<file path="src/rtl/tlb_pkg.sv">
package tlb_pkg;
  localparam int unsigned PG_OFF_W  = 12;  // 4 KB pages
  localparam int unsigned PRESENT_B = 0;   // present bit in the entry
endpackage

</file>
<file path="src/rtl/tlb_match.sv">
module tlb_match #(
  parameter int unsigned N     = 32,
  parameter int unsigned TAG_W = 20
) (
  input  logic [N-1:0]     vld_i,
  input  logic [TAG_W-1:0] tag_i [N],
  input  logic [TAG_W-1:0] key_i,
  output logic [N-1:0]     hit_o
);
  for (genvar g = 0; g < N; g++) begin : g_cmp
    assign hit_o[g] = vld_i[g] && (tag_i[g] == key_i);
  end
endmodule

</file>
<file path="src/rtl/tlb_lru.sv">
// Valid slots carry distinct ages 0..k-1; age N-1 marks the LRU slot of a full buffer.
module tlb_lru #(
  parameter int unsigned N = 32,
  localparam int unsigned IDX_W = $clog2(N)
) (
  input  logic             clk_i,
  input  logic             rst_ni,
  input  logic [N-1:0]     vld_i,
  input  logic             touch_i,
  input  logic [IDX_W-1:0] touch_idx_i,
  input  logic             drop_i,
  input  logic [IDX_W-1:0] drop_idx_i,
  output logic [IDX_W-1:0] victim_o
);
  localparam logic [IDX_W-1:0] AGE_MAX = IDX_W'(N - 1);

  logic [IDX_W-1:0] age_q [N];
  logic [IDX_W-1:0] ref_age, drop_age;

  // a newly installed slot ages every valid slot
  assign ref_age  = vld_i[touch_idx_i] ? age_q[touch_idx_i] : AGE_MAX;
  assign drop_age = age_q[drop_idx_i];

  for (genvar g = 0; g < N; g++) begin : g_age
    always_ff @(posedge clk_i or negedge rst_ni) begin
      if (!rst_ni) begin
        age_q[g] <= '0;
      end else if (touch_i) begin
        if (touch_idx_i == IDX_W'(g))                    age_q[g] <= '0;
        else if (vld_i[g] && (age_q[g] < ref_age))       age_q[g] <= age_q[g] + 1'b1;
      end else if (drop_i) begin
        if (vld_i[g] && (age_q[g] > drop_age))           age_q[g] <= age_q[g] - 1'b1;
      end
    end
  end

  always_comb begin
    logic found;
    found    = 1'b0;
    victim_o = '0;
    for (int i = 0; i < N; i++) begin
      if (!found && !vld_i[i]) begin
        victim_o = IDX_W'(i);
        found    = 1'b1;
      end
    end
    if (!found) begin
      for (int i = 0; i < N; i++) begin
        if (age_q[i] == AGE_MAX) victim_o = IDX_W'(i);
      end
    end
  end
endmodule

</file>
<file path="src/rtl/tlb_fa.sv">
module tlb_fa
  import tlb_pkg::*;
#(
  parameter int unsigned ENTRIES = 32,
  parameter int unsigned VA_W    = 32,
  parameter int unsigned PTE_W   = 32
) (
  input  logic                     clk_i,
  input  logic                     rst_ni,
  input  logic                     lk_req_i,
  input  logic [VA_W-1:0]          lk_va_i,
  output logic                     lk_hit_o,
  output logic                     lk_miss_o,
  output logic [PTE_W-1:0]         lk_pte_o,
  output logic [PTE_W-1:0]         lk_pa_o,
  input  logic                     fill_req_i,
  input  logic [VA_W-PG_OFF_W-1:0] fill_vpn_i,
  input  logic [PTE_W-1:0]         fill_pte_i,
  input  logic                     inv_req_i,
  input  logic [VA_W-1:0]          inv_va_i,
  input  logic                     base_wr_i
);
  localparam int unsigned VPN_W = VA_W - PG_OFF_W;
  localparam int unsigned IDX_W = $clog2(ENTRIES);

  logic [ENTRIES-1:0] vld_q;
  logic [VPN_W-1:0]   tag_q [ENTRIES];
  logic [PTE_W-1:0]   pte_q [ENTRIES];

  logic [ENTRIES-1:0] lk_match, inv_match, fill_match, lk_sel;
  logic [IDX_W-1:0]   lk_idx, inv_idx, fill_idx, victim_idx;
  logic               do_inv, do_fill, lk_touch;

  function automatic logic [IDX_W-1:0] enc(input logic [ENTRIES-1:0] m);
    enc = '0;
    for (int i = 0; i < ENTRIES; i++) if (m[i]) enc = enc | IDX_W'(i);
  endfunction

  tlb_match #(.N(ENTRIES), .TAG_W(VPN_W)) u_lk_cmp (
    .vld_i(vld_q), .tag_i(tag_q), .key_i(lk_va_i[VA_W-1:PG_OFF_W]), .hit_o(lk_match));
  tlb_match #(.N(ENTRIES), .TAG_W(VPN_W)) u_inv_cmp (
    .vld_i(vld_q), .tag_i(tag_q), .key_i(inv_va_i[VA_W-1:PG_OFF_W]), .hit_o(inv_match));
  tlb_match #(.N(ENTRIES), .TAG_W(VPN_W)) u_fill_cmp (
    .vld_i(vld_q), .tag_i(tag_q), .key_i(fill_vpn_i), .hit_o(fill_match));

  // flush and same-page invalidate mask the lookup
  always_comb begin
    lk_sel = '0;
    if (lk_req_i && !base_wr_i) lk_sel = lk_match & ~(inv_req_i ? inv_match : '0);
  end

  assign lk_hit_o  = |lk_sel;
  assign lk_miss_o = lk_req_i && !lk_hit_o;
  assign lk_idx    = enc(lk_sel);
  assign inv_idx   = enc(inv_match);

  always_comb begin
    lk_pte_o = '0;
    for (int i = 0; i < ENTRIES; i++) if (lk_sel[i]) lk_pte_o = lk_pte_o | pte_q[i];
  end
  assign lk_pa_o = {lk_pte_o[PTE_W-1:PG_OFF_W], lk_va_i[PG_OFF_W-1:0]};

  // priority: base write > invalidate > refill
  assign do_inv   = !base_wr_i && inv_req_i && |inv_match;
  assign do_fill  = !base_wr_i && !inv_req_i && fill_req_i && fill_pte_i[PRESENT_B];
  assign fill_idx = |fill_match ? enc(fill_match) : victim_idx;
  assign lk_touch = lk_hit_o && !inv_req_i && !fill_req_i;

  always_ff @(posedge clk_i or negedge rst_ni) begin
    if (!rst_ni)        vld_q <= '0;
    else if (base_wr_i) vld_q <= '0;
    else if (do_inv)    vld_q[inv_idx] <= 1'b0;
    else if (do_fill)   vld_q[fill_idx] <= 1'b1;
  end

  always_ff @(posedge clk_i) begin
    if (do_fill) begin
      tag_q[fill_idx] <= fill_vpn_i;
      pte_q[fill_idx] <= fill_pte_i;
    end
  end

  tlb_lru #(.N(ENTRIES)) u_lru (
    .clk_i      (clk_i),
    .rst_ni     (rst_ni),
    .vld_i      (vld_q),
    .touch_i    (do_fill || lk_touch),
    .touch_idx_i(do_fill ? fill_idx : lk_idx),
    .drop_i     (do_inv),
    .drop_idx_i (inv_idx),
    .victim_o   (victim_idx)
  );
endmodule

</file>
<file path="config.mk">
export PLATFORM = sky130hd
export DESIGN_NAME = tlb_fa
export DESIGN_NICKNAME = d
export VERILOG_FILES = /design/src/rtl/tlb_pkg.sv /design/src/rtl/tlb_match.sv /design/src/rtl/tlb_lru.sv /design/src/rtl/tlb_fa.sv
export SDC_FILE = /design/constraint.sdc
export NUM_CORES = 2
export LEC_CHECK = 0
export BUFFER_PORTS_ARGS = -buffer_cell sky130_fd_sc_hd__clkbuf_2
export CORE_ASPECT_RATIO = 0.5
export CORE_MARGIN = 8
export CORE_UTILIZATION = 40
export DETAILED_ROUTE_END_ITERATION = 16
export SLEW_MARGIN = 20
export SYNTH_ARGS = -nofsm -noshare
export SYNTH_HDL_FRONTEND = slang
export SYNTH_SLANG_ARGS = --single-unit
export TNS_END_PERCENT = 20
</file>
<file path="constraint.sdc">
create_clock -name clk_i -period 6.7 [get_ports clk_i]
set_clock_uncertainty 0.2 [all_clocks]
set_input_delay 1.005 -clock clk_i [delete_from_list [all_inputs] [get_ports clk_i]]
set_output_delay 1.005 -clock clk_i [all_outputs]
set_load 0.005 [all_outputs]
</file>
==> impl_metrics.json <==
{
  "outcome": "finished with violations",
  "violations": "negative setup slack",
  "ff_latch_area_um2": 54800,
  "min_period_ns": 6.97,
  "timing.rr.start": "tag_q[0]",
  "fin_tns_setup_ns": -16.73,
  "path_class": "primary input to flip-flop",
  "cts_root_buffer": "clkbuf_16",
  "cpPeakStageDelay_ns": 0.63,
  "fin_ws_ns": -0.269,
  "ys_seq_area_frac": 0.515,
  "fillCellCount": 23000,
  "hp-start": "fill_vpn_i[3]",
  "syn-cell-area_um2": 106000,
  "maxSlewHeadroom": 0.189,
  "synthXorXnorAreaFrac": 0.159,
  "maxCapViolCount": 0,
  "hold_viol": 0,
  "grt_pass1_wl_um": 787000,
  "rsz0062_at_grt": "true",
  "die_area_um2": 284000,
  "synth_top_family_by_area": "XOR/XNOR gates",
  "drtAntennaViolNets": 0,
  "antenna_found_initial": 59,
  "async_reset_ff_frac": 0.103,
  "mostFrequentLayoutCell": "buf_4",
  "hold_path_class": "primary input to flip-flop",
  "synth_enable_flop_cells": 1664,
  "place_ws_ns": -1.65,
  "drive_gt1_frac": 0.301,
  "initial_utilization": 0.401,
  "wl_per_cell_um": 39.4,
  "ys_types": 100,
  "yosys.area_share.simple": 0.113,
  "core_um2": 266000,
  "finalSetupViolCount": 163,
  "dpl.hpwl_um": 454000,
  "die_w_um": 745,
  "use_met2": 0.460,
  "numCtsBuffers": 183,
  "critPathRequiredTime_ns": 7.24,
  "path_clk_slew_ns": 0.07,
  "crit_path_frequent_cell": "buf_4",
  "drt_iter0_drc": 18000,
  "crit_path_top_delay_cell": "nor4_1",
  "layout_common_cells": "buf_4 (2214), edfxtp_1 (1664), xnor2_1 (1229), xor2_1 (678), nand4_1 (433)",
  "drc": 0,
  "synth_compound_area_frac": 0.119,
  "yosys.area.top_type_share": 0.470,
  "cts.sinks": 1856,
  "arrival_ns": 7.51,
  "clockBufferDepth": 4,
  "synthAdderAreaFrac": 0.0392,
  "grt_use_met1": 0.607,
  "overflow": 0,
  "worst_pin_slew_ns": 1.22,
  "clock.fmax_mhz": 143,
  "synth_mux_area_frac": 0.0152,
  "area_growth_pct": 32.9,
  "timing.hold.ws_ns": 0.226,
  "setup.worst_path.start": "fill_vpn_i[17]",
  "layout.nets": 12000,
  "vias_per_cell": 6.44,
  "yosysTopAreaCell": "edfxtp_1",
  "multi_input_comb_area_um2": 49800,
  "cts_htree_levels": 4,
  "cp-end-kind": "flip-flop",
  "grt.busiest_layer": "met1",
  "ys_seq_elements": 1856,
  "vias": 98100,
  "synthTopCellsByArea": "edfxtp_1 (47%), xnor2_1 (10%), xor2_1 (5.6%)",
  "leakage_nw": 52.6,
  "cts_tree": "yes",
  "finalWirelength_um": 600000,
  "cp-start-kind": "primary input",
  "peakVddDrop_uv": 290,
  "synth.net_count": 9624,
  "grt_pass1_vias": 89300,
  "syn_inst": 9182,
  "pwr_density_cell_nw_per_um2": 251,
  "totalPowerFinal_w": 0.0356,
  "min_period_over_period": 1.04,
  "insertion_delay_ns": 0.91,
  "crit_fanout": 13,
  "syn_area_per_cell_um2": 11.6,
  "grt_max_degree": 87,
  "track_usage": 0.399,
  "synth_ff_type": "edfxtp_1",
  "die_y_um": 381,
  "row_count": 134,
  "grt_use_met3": 0.230,
  "firstDrtPassIters": 6,
  "portBuffers": 151,
  "gp_congestion": 1.10,
  "slew_violations": 0,
  "ys_warn_count": 0,
  "io_pins": 188
}
## layout make-up
cell class              instances  share of cell area
flip-flops and latches       1856               0.387
well taps                    3536              0.0313
inverters                     230             0.00635
repair buffers               2775               0.182
multi-input cells            6486               0.352
clock buffers                 233              0.0348
clock inverters                87             0.00573
diodes                         21            0.000372
## critical path, delay by kind of cell
family,cells,cell delay (ns)
AOI/OAI and AO/OA,10,1.59
adders and majority gates,2,0.53
buffers and inverters,12,2.02
xor gates and xnor gates,1,0.42
muxes,2,0.65
and+or+nand+nor,6,1.22
## cells in the mapped netlist (17+ instances only)
cell / n
o211ai_1: 46
o21ai_0: 287
o2bb2ai_1: 19
nor3b_1: 34
nand2_1: 265
mux2i_1: 110
a31oi_1: 40
and2_1: 17
nor2_1: 347
ha_1: 320
a22oi_1: 295
inv_1: 229
and3_1: 82
or4_1: 74
xnor2_1: 1249
nand2b_1: 64
nand3_1: 361
a21o_1: 24
mux2_1: 20
a211oi_1: 51
buf_2: 142
o21a_1: 47
a21oi_2: 17
mux2_2: 26
a211o_1: 30
buf_4: 107
clkbuf_1: 271
dfrtp_1: 192
xor2_1: 682
nor3_1: 100
o221ai_1: 25
nor2b_1: 60
edfxtp_1: 1664
a21oi_1: 448
or3_1: 18
nor4_1: 279
a221oi_1: 137
o31ai_1: 26
buf_6: 48
or2_2: 41
a22o_1: 147
o22ai_1: 29
buf_1: 42
nand4_1: 433
## kinds of logic (layout without fill, tap and decap cells)
| family | count (synthesis) | count (layout) |
|---|---|---|
| flip-flops | 1856 | 1856 |
| buffers and inverters | 842 | 3325 |
| adder cells (fa/ha/maj) | 335 | 335 |
| multiplexers | 156 | 156 |
| AO/OA/AOI/OAI | 1841 | 1843 |
| AND/OR/NAND/NOR | 2220 | 2220 |
| other | 0 | 21 |
| XOR/XNOR | 1932 | 1932 |
## path summary, 6_finish.rpt
check,endpoint,cells past startpoint,slack (ns)
worst min register to register,u_lru.age_q[27],3,0.39
min in group asynchronous,u_lru.age_q[14],2,0.50
worst min-delay path,tag_q[323],1,0.23
worst max-delay path,u_lru.age_q[115],33,-0.27
worst max register to register,u_lru.age_q[115],30,-0.19
max in group asynchronous,u_lru.age_q[92],3,4.75
## power breakdown
| part | internal [W] | switching [W] |
|---|---|---|
| Clock | 0.00570 | 0.00487 |
| Combinational | 0.00460 | 0.00724 |
| Sequential | 0.0129 | 0.000209 |
## stage by stage
| stage | utilization | std cells | instance area, µm² |
|---|---|---|---|
| after floorplan | - | 9182 | 107000 |
| after global placement | 0.499 | 14800 | 133000 |
| after detailed placement | 0.499 | 14800 | 133000 |
| after CTS | 0.524 | 15100 | 139000 |
| after global routing | 0.532 | 15200 | 141000 |
| final | 0.532 | 15200 | 141000 |
## metal layers
| layer | vias to the layer above | routed length (µm) |
|---|---|---|
| met5 | - | 820 |
| met4 | 40 | 17900 |
| met3 | 911 | 121000 |
| met2 | 8774 | 203000 |
| met1 | 49000 | 257000 |
| li1 | 39400 | - |
## state kept, by name, summed over array words and instances, names as in the netlist
| signal | count |
|---|---|
| u_lru.age_q | 160 |
| pte_q | 1024 |
| vld_q | 32 |
| tag_q | 640 |
## repair_timing
item / 4_1_cts / 5_1_grt
gates resized for setup: 134 / 305
hold buffers: 1 / 0
buffers inserted: 37 / 47
gates cloned: 3 / 11
setup endpoints to repair: 165 / 187
pin swaps: 30 / 111
hold endpoints to repair: 45 / 0
No activity file was read; power rests on OpenSTA's default activity.
